--- config.mk ---
export PLATFORM = sky130hd
export DESIGN_NAME = scl_lock_arbiter
export DESIGN_NICKNAME = d
export VERILOG_FILES = /design/src/rtl/scl_lock_pkg.sv /design/src/rtl/scl_ack_stage.sv /design/src/rtl/scl_unit_arb.sv /design/src/rtl/scl_lock_arbiter.sv
export SDC_FILE = /design/constraint.sdc
export NUM_CORES = 1
export LEC_CHECK = 0
export ABC_AREA = 1
export BUFFER_PORTS_ARGS = -buffer_cell sky130_fd_sc_hd__buf_2
export CAP_MARGIN = 20
export CORE_UTILIZATION = 45
export DETAILED_ROUTE_END_ITERATION = 10
export HOLD_SLACK_MARGIN = 0.05
export PLACE_DENSITY = 0.78
export SYNTH_ARGS = -nofsm -noshare
export SYNTH_HDL_FRONTEND = slang
export SYNTH_HIERARCHICAL = 1
export SYNTH_SLANG_ARGS = --single-unit
export TNS_END_PERCENT = 1
--- constraint.sdc ---
create_clock -name clk -period 1.1 [get_ports clk]
set_input_delay 0.055 -clock clk [delete_from_list [all_inputs] [get_ports clk]]
set_output_delay 0.055 -clock clk [all_outputs]
set_load 0.02 [all_outputs]
--- src/rtl/scl_lock_pkg.sv ---
package scl_lock_pkg;
   // Holder class of a scaler unit
   typedef enum logic [1:0] {
      OWN_FREE = 2'd0,
      OWN_ENH  = 2'd1,
      OWN_DEC  = 2'd2
   } own_kind_e;
endpackage

--- src/rtl/scl_ack_stage.sv ---
// Registers masked forced-lock bits into acknowledge bits.
module scl_ack_stage #(
   parameter int W = 1
) (
   input  logic         clk,
   input  logic         rst_n,
   input  logic [W-1:0] frz,
   input  logic [W-1:0] en,
   output logic [W-1:0] ack
);
   logic [W-1:0] ack_q;

   always_ff @(posedge clk) begin
      if (!rst_n) ack_q <= '0;
      else        ack_q <= frz & en;
   end

   assign ack = ack_q;
endmodule

--- src/rtl/scl_unit_arb.sv ---
// Ownership and freeze control for one shared scaler unit.
module scl_unit_arb
   import scl_lock_pkg::*;
#(
   parameter int DPU = 2
) (
   input  logic           clk,
   input  logic           rst_n,
   input  logic           unit_rst,
   input  logic           enh_req,
   input  logic           enh_frz,
   input  logic [DPU-1:0] dec_req,
   input  logic [DPU-1:0] dec_frz,
   input  logic [DPU-1:0] dec_en,
   output logic           enh_ack,
   output logic           enh_use,
   output logic [DPU-1:0] dec_ack,
   output logic [DPU-1:0] dec_use
);
   localparam int IDX_W = (DPU > 1) ? $clog2(DPU) : 1;

   initial assert (DPU >= 1) else $error("DPU must be at least 1");

   own_kind_e        kind_q;
   logic [IDX_W-1:0] idx_q;
   logic             freeze;
   logic [DPU-1:0]   dec_cand;
   logic [IDX_W-1:0] pick;
   logic             enh_ack_w;

   assign freeze   = enh_frz | (|(dec_frz & dec_en));
   assign dec_cand = dec_req & dec_en;

   // lowest enabled requesting decode instance
   always_comb begin
      pick = '0;
      for (int i = DPU - 1; i >= 0; i--)
         if (dec_cand[i]) pick = IDX_W'(i);
   end

   always_ff @(posedge clk) begin
      if (!rst_n || unit_rst) begin
         kind_q <= OWN_FREE;
         idx_q  <= '0;
      end else if (!freeze) begin
         unique case (kind_q)
            OWN_FREE: begin
               if (enh_req) kind_q <= OWN_ENH;
               else if (|dec_cand) begin
                  kind_q <= OWN_DEC;
                  idx_q  <= pick;
               end
            end
            OWN_ENH: if (!enh_req) kind_q <= OWN_FREE;
            OWN_DEC: if (!dec_cand[idx_q]) kind_q <= OWN_FREE;
            default: kind_q <= OWN_FREE;
         endcase
      end
   end

   scl_ack_stage #(.W(1)) i_enh_ack (
      .clk(clk), .rst_n(rst_n), .frz(enh_frz), .en(1'b1), .ack(enh_ack_w)
   );
   scl_ack_stage #(.W(DPU)) i_dec_ack (
      .clk(clk), .rst_n(rst_n), .frz(dec_frz), .en(dec_en), .ack(dec_ack)
   );

   assign enh_ack = enh_ack_w;
   assign enh_use = enh_ack_w & (kind_q == OWN_ENH);

   for (genvar i = 0; i < DPU; i++) begin : g_use
      assign dec_use[i] = dec_ack[i] & (kind_q == OWN_DEC) & (idx_q == IDX_W'(i));

      assert_ack_rise_R7: assert property (@(posedge clk) disable iff (!rst_n)
         (dec_frz[i] && dec_en[i]) |=> dec_ack[i]);
      assert_ack_fall_R7: assert property (@(posedge clk) disable iff (!rst_n)
         !dec_frz[i] |=> !dec_ack[i]);
      assert_masked_silent_R9: assert property (@(posedge clk) disable iff (!rst_n)
         !dec_en[i] |=> !dec_ack[i]);
      assert_use_needs_ack_R8: assert property (@(posedge clk) disable iff (!rst_n)
         dec_use[i] |-> dec_ack[i]);
   end

   assert_held_frozen_R5: assert property (@(posedge clk) disable iff (!rst_n)
      (freeze && !unit_rst) |=> ($stable(kind_q) && $stable(idx_q)));
   assert_free_refuses_R6: assert property (@(posedge clk) disable iff (!rst_n)
      (freeze && kind_q == OWN_FREE) |=> kind_q == OWN_FREE);
   assert_unit_clear_R10: assert property (@(posedge clk) disable iff (!rst_n)
      unit_rst |=> kind_q == OWN_FREE);
   assert_enh_first_R4: assert property (@(posedge clk) disable iff (!rst_n)
      (kind_q == OWN_FREE && !freeze && enh_req && !unit_rst) |=> kind_q == OWN_ENH);
   assert_single_user_R8: assert property (@(posedge clk) disable iff (!rst_n)
      $onehot0({enh_use, dec_use}));
endmodule

--- src/rtl/scl_lock_arbiter.sv ---
// Top: one arbiter per shared scaler unit, decode engines grouped per unit.
module scl_lock_arbiter #(
   parameter int NUM_UNITS    = 2,
   parameter int DEC_PER_UNIT = 2
) (
   input  logic                              clk,
   input  logic                              rst_n,
   input  logic [NUM_UNITS-1:0]              unit_rst,
   input  logic [NUM_UNITS*DEC_PER_UNIT-1:0] dec_access_mask,
   input  logic [NUM_UNITS*DEC_PER_UNIT-1:0] dec_req,
   input  logic [NUM_UNITS*DEC_PER_UNIT-1:0] dec_force,
   input  logic [NUM_UNITS-1:0]              enh_req,
   input  logic [NUM_UNITS-1:0]              enh_force,
   output logic [NUM_UNITS*DEC_PER_UNIT-1:0] dec_ack,
   output logic [NUM_UNITS*DEC_PER_UNIT-1:0] dec_use,
   output logic [NUM_UNITS-1:0]              enh_ack,
   output logic [NUM_UNITS-1:0]              enh_use
);
   localparam int NUM_DEC = NUM_UNITS * DEC_PER_UNIT;

   initial assert (NUM_UNITS >= 1 && NUM_DEC >= 1)
      else $error("unit and decode counts must be positive");

   for (genvar u = 0; u < NUM_UNITS; u++) begin : g_unit
      scl_unit_arb #(.DPU(DEC_PER_UNIT)) i_arb (
         .clk      (clk),
         .rst_n    (rst_n),
         .unit_rst (unit_rst[u]),
         .enh_req  (enh_req[u]),
         .enh_frz  (enh_force[u]),
         .dec_req  (dec_req[u*DEC_PER_UNIT +: DEC_PER_UNIT]),
         .dec_frz  (dec_force[u*DEC_PER_UNIT +: DEC_PER_UNIT]),
         .dec_en   (dec_access_mask[u*DEC_PER_UNIT +: DEC_PER_UNIT]),
         .enh_ack  (enh_ack[u]),
         .enh_use  (enh_use[u]),
         .dec_ack  (dec_ack[u*DEC_PER_UNIT +: DEC_PER_UNIT]),
         .dec_use  (dec_use[u*DEC_PER_UNIT +: DEC_PER_UNIT])
      );
   end
endmodule

==> metrics <==
DR vias 962; TNS Setup -25.45 ps; worst-path fanout max 4; port buffer count 31; Period Utilization, post-route 1.009; leakage power 0.6185 nW; Synth Area per Inst 5.659 um2; Nets 201; Hold Fails Final Rpt 0; Hold WC Path Type in2reg; unrepaired setup endpoints after global routing yes; most common cell after layout, fill and taps aside nand2_1; Vias/cell 4.933; outcome finished, violations left; nature of the critical path startpoint flip-flop; CTS H-tree depth 1; MaxCap Viol Count 0; Initial Util 0.4828; Worst-Skew Late Latency 270 ps; cell taking the most area after synthesis dfxtp_1; Antenna Cells 0; cell area power density 861.8 mW/mm2; vias in the first global route 927; post-route setup slack -10.10 ps; initial antenna violation count 0; clk root buf clkbuf_4; setup violators final 3; clk slew on worst S/H paths 70 ps; GRT Total Usage 0.2580; maximum clock rate 900.8 MHz; mapped cell area 735.7 um2; Final Skew 5.418 ps; capturing element type of the critical path primary output; gr ovfl total 0; synthesized net count 150; Longest Clk Path Bufs 2; dpl hpwl 1.457 mm; die area 0.001801 mm2; Post-Place Worst Slack -18.35 ps; area added between synthesis and finish 55.61%; largest net degree at the start of global routing 7; layout cells sized above 1 0.3184; DIE WIDTH 42.44 um; flip-flop and latch count after synthesis 12; post-synth top area share 0.3265; first-pass GRT wire length 3.588 mm; post-synthesis instance total 130; yosys warns 6; CTS sink count 12; Max Slew Vio Count 0; Setup CP Type reg2out; GPL Wtd Cong 0.8056; drt pass-1 iters 4; top cells by area, synth dfxtp_1 (33%), nand2_1 (17%), nor2_1 (15%); most frequent cells in the layout nand2_1 (34), nor2_1 (28), buf_2 (25), inv_1 (21), dlygate4sd3_1 (12); CTS tree yes; post-synth cell types 13; failing checks setup timing; Ports 32; Max IR drop VDD 0.5455 mV; Rows 14; Worst Path Required 1040 ps; DIE HEIGHT 42.44 um; CTS Buf Count 3; drc violations 0; Core Footprint 0.001524 mm2; wire per inst 10.87 um; final WL 2.120 mm; antenna violation net count after detailed routing 0; Reg2Reg Setup Slack 50 ps; arrival time worst endpoint 1060 ps; Seq/Total Area, Yosys 0.3265; minimum clock period 1110 ps; initial DRC count 27
worst paths after layout:
check	from	endpoint	cells past startpoint
max reg2reg	g_unit[0].i_arb/kind_q[0]	g_unit[0].i_arb/kind_q[1]	7
min reg2reg	g_unit[1].i_arb/kind_q[0]	g_unit[1].i_arb/kind_q[0]	2
min	rst_n	g_unit[1].i_arb/i_enh_ack/ack	3
max	g_unit[0].i_arb/kind_q[1]	dec_use[1]	5
registers in the layout, summed over array words and instances, names as in the netlist:
signal / count
g_unit.i_arb/i_enh_ack/ack: 2
g_unit.i_arb/idx_q: 2
g_unit.i_arb/kind_q: 4
g_unit.i_arb/i_dec_ack/ack: 4
worst max-delay path: stages, from the launching register on:
cell	delay, ps
dfxtp_2	340
inv_2	60
nor2_4	80
inv_1	60
nor2_1	100
buf_4	150
layer usage:
metal,part of all wire,vias to the layer above,GRT usage
met1,0.41,433,0.2732
met2,0.53,33,0.4862
met3,0.045,6,0.06466
met4,0.020,0,0.08750
li1,-,490,-
met5,0,-,0
logic make-up after synthesis:
group / synth area share
compound gates: 0.03401
buf+inv: 0.1327
flops: 0.3265
other cells: 0.01021
simple gates: 0.4966
cell usage after synthesis:
cell type  instances
nand3b_1           2
nor3_1             6
inv_1             24
nand2_1           34
nor2_1            30
inv_2              2
conb_1             2
dfxtp_1           12
and3_2             2
o21bai_1           2
nor2_2             4
nand3_1            8
a21oi_1            2
per-stage QoR:
stage / instance area [um2] / power [mW] / instances / util / hold slack [ps]
after floorplan: 735.7 / 0.5961 / 130 / - / 168.8
after CTS: 1102 / 0.9695 / 195 / 0.7233 / 57.76
after detailed placement: 910.9 / 0.6696 / 177 / 0.5977 / 299.0
after global placement: 910.9 / 0.6622 / 177 / 0.5977 / 293.7
final: 1145 / 0.9866 / 195 / 0.7512 / 58.20
after global routing: 1145 / 1.038 / 195 / 0.7512 / 62.25
area by class of cell:
cell class,instances,area [um2]
multi-input cells,92,440.4
fillers,126,379.1
repair buffers,46,316.6
flip-flops and latches,12,245.2
inverters,26,100.1
clock buffers,3,22.52
well taps,16,20.02
what timing repair did:
| action | in CTS | in global routing |
|---|---|---|
| pin swaps | 0 | 1 |
| endpoints found under the hold margin | 8 | 0 |
| endpoints found under the setup margin | 10 | 12 |
| buffers inserted | 3 | 0 |
| gates resized for setup | 9 | 15 |
| hold buffers | 12 | 0 |
power by group:
group / switching [mW] / leakage, nW / total [mW] / internal (mW)
logic: 0.142 / 0.505 / 0.258 / 0.116
registers: 0.0131 / 0.0998 / 0.464 / 0.451
clock network: 0.138 / 0.0138 / 0.264 / 0.127
(Power assumes the default switching activity.)
